`src/rtl/llist_dma_chan.sv`:
```
module llist_dma_chan #(
  parameter int DW = 32,
  parameter int RA_W = 8,
  parameter int CNT_W = 16,
  parameter logic [DW-1:0] END_MARK = 32'hFFFF_F800
) (
  input  logic            clk,
  input  logic            rst_n,
  input  logic            reg_wr_en,
  input  logic [RA_W-1:0] reg_addr,
  input  logic [DW-1:0]   reg_wdata,
  input  logic [RA_W-1:0] reg_rd_addr,
  output logic [DW-1:0]   reg_rdata,
  output logic            mem_req,
  output logic [DW-1:0]   mem_addr,
  input  logic            mem_ack,
  input  logic [DW-1:0]   mem_rdata,
  output logic            mv_start,
  output logic [DW-1:0]   mv_cfg,
  output logic [DW-1:0]   mv_src,
  output logic [DW-1:0]   mv_dst,
  output logic [DW-1:0]   mv_len,
  output logic [DW-1:0]   mv_para,
  output logic [4:0]      mv_src_line,
  output logic            mv_src_fixed,
  output logic [4:0]      mv_src_beats,
  output logic [3:0]      mv_src_bytes,
  output logic [4:0]      mv_dst_line,
  output logic            mv_dst_fixed,
  output logic [4:0]      mv_dst_beats,
  output logic [3:0]      mv_dst_bytes,
  output logic [7:0]      mv_blk_size,
  output logic [7:0]      mv_wait,
  input  logic            mv_done,
  output logic            pkg_done,
  output logic            queue_done
);
  localparam int WORDS = 6;
  localparam int WI_W = $clog2(WORDS);
  localparam logic [RA_W-1:0] OFS_RUN   = RA_W'(8'h00);
  localparam logic [RA_W-1:0] OFS_HOLD  = RA_W'(8'h04);
  localparam logic [RA_W-1:0] OFS_FIRST = RA_W'(8'h08);
  localparam logic [RA_W-1:0] OFS_CFG   = RA_W'(8'h0C);
  localparam logic [RA_W-1:0] OFS_SRC   = RA_W'(8'h10);
  localparam logic [RA_W-1:0] OFS_DST   = RA_W'(8'h14);
  localparam logic [RA_W-1:0] OFS_LEFT  = RA_W'(8'h18);
  localparam logic [RA_W-1:0] OFS_PARA  = RA_W'(8'h1C);
  localparam logic [RA_W-1:0] OFS_CUR   = RA_W'(8'h2C);
  localparam logic [RA_W-1:0] OFS_PKGS  = RA_W'(8'h30);

  typedef enum logic [1:0] {S_IDLE, S_FETCH, S_MOVE, S_BUSY} st_t;
  st_t st;

  logic [DW-1:0]   first_q, cur_q, left_q;
  logic [DW-1:0]   w_cfg, w_src, w_dst, w_cnt, w_para, w_link;
  logic [WI_W-1:0] widx;
  logic [CNT_W-1:0] pkgs_q;
  logic            pause_q;
  logic            running;
  logic            run_wr;

  assign running  = (st != S_IDLE);
  assign run_wr   = reg_wr_en && (reg_addr == OFS_RUN);
  assign mem_req  = (st == S_FETCH) && !(widx == '0 && pause_q);
  assign mem_addr = cur_q + (DW'(widx) << 2);
  assign mv_start = (st == S_MOVE) && !pause_q;

  assign mv_cfg  = w_cfg;
  assign mv_src  = w_src;
  assign mv_dst  = w_dst;
  assign mv_len  = w_cnt;
  assign mv_para = w_para;

  function automatic logic [4:0] beats_of(input logic [1:0] code);
    case (code)
      2'd0:    beats_of = 5'd1;
      2'd1:    beats_of = 5'd4;
      2'd2:    beats_of = 5'd8;
      default: beats_of = 5'd16;
    endcase
  endfunction

  assign mv_src_line  = w_cfg[4:0];
  assign mv_src_fixed = (w_cfg[6:5] == 2'd1);
  assign mv_src_beats = beats_of(w_cfg[8:7]);
  assign mv_src_bytes = 4'd1 << w_cfg[10:9];
  assign mv_dst_line  = w_cfg[20:16];
  assign mv_dst_fixed = (w_cfg[22:21] == 2'd1);
  assign mv_dst_beats = beats_of(w_cfg[24:23]);
  assign mv_dst_bytes = 4'd1 << w_cfg[26:25];
  assign mv_blk_size  = w_para[15:8];
  assign mv_wait      = w_para[7:0];

  always_ff @(posedge clk) begin
    if (!rst_n) begin
      st         <= S_IDLE;
      first_q    <= '0;
      cur_q      <= '0;
      left_q     <= '0;
      w_cfg      <= '0;
      w_src      <= '0;
      w_dst      <= '0;
      w_cnt      <= '0;
      w_para     <= '0;
      w_link     <= '0;
      widx       <= '0;
      pkgs_q     <= '0;
      pause_q    <= 1'b0;
      pkg_done   <= 1'b0;
      queue_done <= 1'b0;
    end else begin
      pkg_done   <= 1'b0;
      queue_done <= 1'b0;
      if (reg_wr_en && reg_addr == OFS_HOLD)  pause_q <= reg_wdata[0];
      if (reg_wr_en && reg_addr == OFS_FIRST) first_q <= reg_wdata;
      if (run_wr && !reg_wdata[0]) begin
        st <= S_IDLE;
      end else begin
        case (st)
          S_IDLE: if (run_wr && reg_wdata[0]) begin
            cur_q  <= first_q;
            widx   <= '0;
            pkgs_q <= '0;
            st     <= S_FETCH;
          end
          S_FETCH: if (mem_req && mem_ack) begin
            case (widx)
              WI_W'(0): w_cfg  <= mem_rdata;
              WI_W'(1): w_src  <= mem_rdata;
              WI_W'(2): w_dst  <= mem_rdata;
              WI_W'(3): begin w_cnt <= mem_rdata; left_q <= mem_rdata; end
              WI_W'(4): w_para <= mem_rdata;
              default:  w_link <= mem_rdata;
            endcase
            if (widx == WI_W'(WORDS - 1)) st <= S_MOVE;
            else widx <= widx + 1'b1;
          end
          S_MOVE: if (!pause_q) st <= S_BUSY;
          S_BUSY: if (mv_done) begin
            pkg_done <= 1'b1;
            pkgs_q   <= pkgs_q + 1'b1;
            left_q   <= '0;
            if (w_link == END_MARK) begin
              queue_done <= 1'b1;
              st         <= S_IDLE;
            end else begin
              cur_q <= w_link;
              widx  <= '0;
              st    <= S_FETCH;
            end
          end
          default: st <= S_IDLE;
        endcase
      end
    end
  end

  always_comb begin
    case (reg_rd_addr)
      OFS_RUN:   reg_rdata = DW'(running);
      OFS_HOLD:  reg_rdata = DW'(pause_q);
      OFS_FIRST: reg_rdata = first_q;
      OFS_CFG:   reg_rdata = w_cfg;
      OFS_SRC:   reg_rdata = w_src;
      OFS_DST:   reg_rdata = w_dst;
      OFS_LEFT:  reg_rdata = left_q;
      OFS_PARA:  reg_rdata = w_para;
      OFS_CUR:   reg_rdata = cur_q;
      OFS_PKGS:  reg_rdata = DW'(pkgs_q);
      default:   reg_rdata = '0;
    endcase
  end
endmodule


```
`config.mk`:
```
export PLATFORM = sky130hd
export DESIGN_NAME = llist_dma_chan
export DESIGN_NICKNAME = d
export VERILOG_FILES = /design/src/rtl/llist_dma_chan.sv
export SDC_FILE = /design/constraint.sdc
export NUM_CORES = 1
export LEC_CHECK = 0
export BUFFER_PORTS_ARGS = -buffer_cell sky130_fd_sc_hd__buf_4
export CORE_MARGIN = 2
export CORE_UTILIZATION = 45
export CTS_CLUSTER_DIAMETER = 30
export DETAILED_ROUTE_END_ITERATION = 12
export GPL_TIMING_DRIVEN = 0
export MAX_ROUTING_LAYER = met4
export PLACE_DENSITY = 0.69
export SYNTH_ARGS = -nofsm -noshare
export SYNTH_HDL_FRONTEND = slang
export SYNTH_SLANG_ARGS = --single-unit
```
`constraint.sdc`:
```
create_clock -name clk -period 3.6 [get_ports clk]
set_input_delay 0.18 -clock clk [delete_from_list [all_inputs] [get_ports clk]]
set_output_delay 0.18 -clock clk [all_outputs]
set_load 0.02 [all_outputs]
```
# --- Yosys cells after proc, flatten, opt, wreduce, memory -nomap -nowiden ---
# Cells that the tools add are included.
op_classes:
  add_sub_neg: 3
  eq_ne: 34
  shift: 2
  mux: 29
  n_bitwise: 5
  n_reduce_logical: 37
op_table:
  columns: ["cell", "n"]
  rows:
  - ["one-hot mux 32 bit (10 select lines)", 1]
  - ["2-to-1 mux 32 bit", 6]
  - ["one-hot mux 32 bit (2 select lines)", 2]
  - ["adder 32 x 5 -> 32 bit", 1]
  - ["== test 32 bit (second input constant)", 1]
  - ["== test 8 x 5 -> 1 bit (second input constant)", 4]
  - ["2-to-1 mux 16 bit", 2]
  - ["one-hot mux 16 bit (2 select lines)", 1]
  - ["one-hot mux 5 bit (3 select lines)", 2]
  - ["AND reduction 4 bit", 7]
  - ["== test 8 x 4 -> 1 bit (second input constant)", 3]
  - ["adder 16 x 1 -> 16 bit (second input constant)", 1]
  - ["== test 8 x 3 -> 1 bit (second input constant)", 2]
  - ["== test 8 x 6 -> 1 bit (second input constant)", 2]
  - ["zero test 8 bit", 2]
  - ["2-to-1 mux 3 bit", 5]
  - ["AND reduction 5 bit", 3]
  - ["== test 2 x 1 -> 1 bit (second input constant)", 5]
  - ["2-to-1 mux 2 bit", 5]
  - ["inequality test 2 bit (second input constant)", 5]
  - ["logical AND 1 bit", 9]
  - ["one-hot mux 3 bit (3 select lines)", 1]
  - ["== test 2 bit (second input constant)", 4]
  - ["one-hot mux 2 bit (4 select lines)", 1]
  - ["18 further kinds", 35]
word_totals:
  register_bits: 312
  inputBits: 85
  out_inout_bits: 274

# --- Logic depth before layout (Yosys ltp) ---
logic_depth:
  ltp_word: 7
  depth_mapped: 10
  mapped_depth_nobuf: 8

# --- Worst setup path before layout ---
# Ideal clock, no wire load.
synth_timing:
  path_type: "register to output"
  start: "register widx[0]"
  end: "output port mem_addr[18]"
  arrival_ns: 2.521
  slack_ns: 0.899
  stages_incl_launch_ff: 9
  path_buffers: 0
  path_cell_list: "dfxtp_1 ha_1 inv_1 fa_1 nand2b_1 a211oi_1 nor2b_1 nand4_1 xnor2_1"
synth_via:
  elab_chain_len: 1
synth_lines:
  columns: ["element", "line", "text"]
  rows:
  - ["start, declared", "56", "logic [WI_W-1:0] widx;"]
  - ["start signal, assigned", "136", "else widx <= widx + 1'b1;"]
  - ["adder 32 x 5 -> 32 bit", "65", "assign mem_addr = cur_q + (DW'(widx) << 2);"]
  - ["end, declared", "15", "output logic [DW-1:0] mem_addr,"]
# No other way between the ends.

# --- Final worst setup path ---
layout_timing:
  start: "input port reg_rd_addr[3]"
  end: "output port reg_rdata[16]"
layout_via:
  elab_chain_len: 2
layout_lines:
  columns: ["element", "line", "text"]
  rows:
  - ["start, declared", "12", "input logic [RA_W-1:0] reg_rd_addr,"]
  - ["== test 8 x 6 -> 1 bit, or another cell as far along", "159", "case (reg_rd_addr)"]
  - ["one-hot mux 32 bit (10 select lines) (*)", "159", null]
  - ["end, declared", "13", "output logic [DW-1:0] reg_rdata,"]
# Every way passes the cells marked *; elsewhere a longest branch is shown, timed or not.

==> out/summary.txt <==
Status: complete, no violations
Routability cong.: 1.03
Worst r2r src: widx[1]
Share of layout cells above drive strength 1: 24.4%
Sequential share of power: 32.7%
Grt ovf: 0
F_max: 286 MHz
Comb power frac: 9.2%
CTS tree: yes
Max Cap Viol: 0
Total GRT Usage: 39.6%
Worst-path clk slew: 0.04 ns
Synth top area cells: dfxtp_1 44%, nand2_1 11%, a21oi_1 9.2%, mux2i_1 5.7%, clkbuf_1 2.8%
Core Util, Final: 65.8%
Post-synth top flop: dfxtp_1
Worst Hold Class: in -> reg
Mapped Cells: 1763
Port Buffers: 355
Final setup TNS: 0 ns
Met2 global-route usage: 60.4%
Mean Syn Cell Area: 8.13 um^2
Gr busiest metal: met2
Power Total: 11.3 mW
Area Growth Syn to Fin: 44.4%
Top-Level Pins: 359
Initial antenna violation count: 1
Clock skew: 0.0236 ns
Mapped Area: 14300 um^2
Reg2reg path depth: 9
Async set-reset flop share out of synthesis: 0%
Largest stage delay on the critical path: 1.13 ns
Crit path launch: reg_rd_addr[3]
Largest net degree at the start of global routing: 11
Final setup fails: 0
Pint: 8.43 mW
First-pass GRT wire length: 95700 um
Postcts setup bufs: 0
Min Hold Slack: 0.0586 ns
Sw Share: 25.4%
Die W: 182 um
Crit. End Element: output port
R2R setup slack: 0.11 ns
Initial drt markers: 2357
Worst hold path depth: 4
Die Area: 33300 um^2
End of the worst register-to-register path: mv_len[17]
Pwr per Cell Area: 547 nW/um^2
Clock power share: 58.1%
Met3 Resource Use GR: 8.50%
Max Root-Sink Buffers: 3
EDFF count, synth: 0
Core area: 31500 um^2
Worst setup SP type: primary input
RSZ-0062 raised after global routing: no
Routed Antenna Nets: 0
Die height: 182 um
Worst path most repeated cell: buf_2
Cell leakage power: 7.91 nW
Root Driver: clkbuf_16
Detailed Route WL: 67000 um
Number of nets in the layout: 2360
Register area share after synthesis: 43.6%
Met1 Track Usage GR: 50.4%
Slew Limit Fails: 0
Synth Register Bits: 312
Clock latency on the worst-skew pair: 0.57 ns
Crit path kind: in -> out
Total CTS buffers: 68
Final Critical Period: 3.49 ns
Vias in the first global route: 15387
Top delay family on crit path: simple AND/OR/NAND/NOR gates
Yosys cell types: 59
H-tree depth: 3
Yosys Warn Count: 0
Vias/cell: 6.03
Crit path DAT: 3.31 ns
Dpl hpwl: 49000 um
Max-slew headroom: 9.80%
Net Switching: 2.88 mW
Drt first pass iters: 8
Clk sinks: 312
Worst Tran Pin Value: 1.34 ns
Critical Path End: reg_rdata[16]
Crit path cell chain: buf_2 > nor4_1 > and2_1 > buf_2 > buf_1 > a22oi_1 > nand3_1 > buf_4
Cell accounting for the most synthesized area: dfxtp_1
Average wire per standard cell: 24.6 um
Synth top area share: 43.6%
Crit share post-route: 97.0%
Initial core utilization: 45.5%
Crit-path slowest cell: nor4_1
CP Max Fanout: 10
DR vias: 16398
Peak VDD IR: 0.000367 V
DRC errors left: 0
Worst EP required: 3.42 ns
CP bufs+invs: 4
CP Depth: 8
Row cnt: 65
Final-report hold violation count: 0
synth_stat cells (20+ instances only):
master	n
a21oi_1	264
a222oi_1	28
a22oi_1	45
a311oi_1	35
buf_2	33
buf_4	30
clkbuf_1	107
dfxtp_1	312
mux2i_1	81
nand2_1	422
nand2b_1	27
nand3_1	64
nand4_1	20
nor2_1	68
nor2b_1	20
xnor2_1	23
power by group through the flow:
stage	sequential (mW)	combinational [mW]	clock, mW
6_report	3.70	1.04	6.58
5_1_grt	3.71	1.08	6.72
4_1_cts	3.69	1.01	6.54
3_5_place_dp	3.76	0.949	0
3_3_place_gp	3.75	0.936	0
2_1_floorplan	3.72	0.489	0
cells in the final DEF, fill, tap and decap left out, types with 14 or more instances in the layout:
cell type,count
a21oi_1,264
a221oi_1,16
a222oi_1,28
a22oi_1,45
a311oi_1,35
and2_1,17
buf_2,33
buf_4,388
clkbuf_1,115
clkbuf_16,69
clkbuf_8,14
dfxtp_1,312
dlygate4sd3_1,66
ha_1,14
mux2i_1,81
nand2_1,422
nand2b_1,27
nand3_1,64
nand4_1,20
nor2_1,68
nor2b_1,20
xnor2_1,23
sequential cells by signal, summed over array words and instances (netlist names), 2 cells and up:
signal   flops
pkgs_q      16
w_link      32
cur_q       32
mv_src      32
left_q      32
mv_dst      32
mv_para     32
widx         3
st           2
mv_cfg      32
first_q     32
mv_len      32
worst min-delay path by stage:
stage                        startpoint           to
after global placement    reg_wdata[27]  first_q[27]
after global routing        reg_addr[5]      pause_q
after detailed placement   reg_wdata[7]   first_q[7]
after floorplan            reg_wdata[0]   first_q[0]
final                       reg_addr[5]      pause_q
after CTS                   reg_addr[5]      pause_q
metrics by stage:
stage               setup WS [ns]  cell area (um^2)  instances
detailed placement          0.121             17600       2525
global route               0.0131             20700       2718
finish                      0.110             20700       2719
global placement           -0.365             17500       2521
CTS                        0.0135             20700       2716
floorplan                   0.899             14300       1764
layer usage:
layer  wire, um  vias to the layer above  part of all wire (%)
met5          0                        -                     0
met1      25900                     7781                    39
met2      30300                     1190                    45
met4       2810                        0                   4.2
li1           -                     7210                     -
met3       8010                      217                    12
worst register-to-register path, stage by stage, from the launching register on:
cell	delay (ns)
dfxtp_1	0.47
inv_1	0.18
ha_1	0.32
nand3b_1	0.18
nand3_1	0.15
clkbuf_1	0.32
nor3b_1	1.03
clkbuf_1	0.51
nand2_1	0.13
a21oi_1	0.14
cells by family after synthesis:
family	count (synthesis)	synth area share [%]
adders and majority gates	15	1.36
xor gates and xnor gates	28	1.71
other	1	0.0262
muxes	81	5.66
DFF	312	43.6
AOI/OAI and AO/OA	440	19.3
buffers and inverters	184	5.89
and+or+nand+nor	702	22.4
final cells by class:
| class | count | area [um^2] |
|---|---|---|
| inverter | 13 | 48.8 |
| multi-input combinational | 1268 | 7290 |
| tap | 402 | 503 |
| buffer | 171 | 796 |
| clock inverter | 34 | 492 |
| sequential | 312 | 6250 |
| fill | 2673 | 10800 |
| antenna | 2 | 5.00 |
| timing repair buffer | 426 | 3370 |
| clock buffer | 91 | 1950 |
timing repair:
action | in CTS | in global routing
gates cloned | 0 | 0
endpoints found under the hold margin | 250 | 0
hold buffers | 66 | 0
setup endpoints to repair | 1 | 37
gates resized for setup | 1 | 3
No activity file was read; power rests on OpenSTA's default activity.
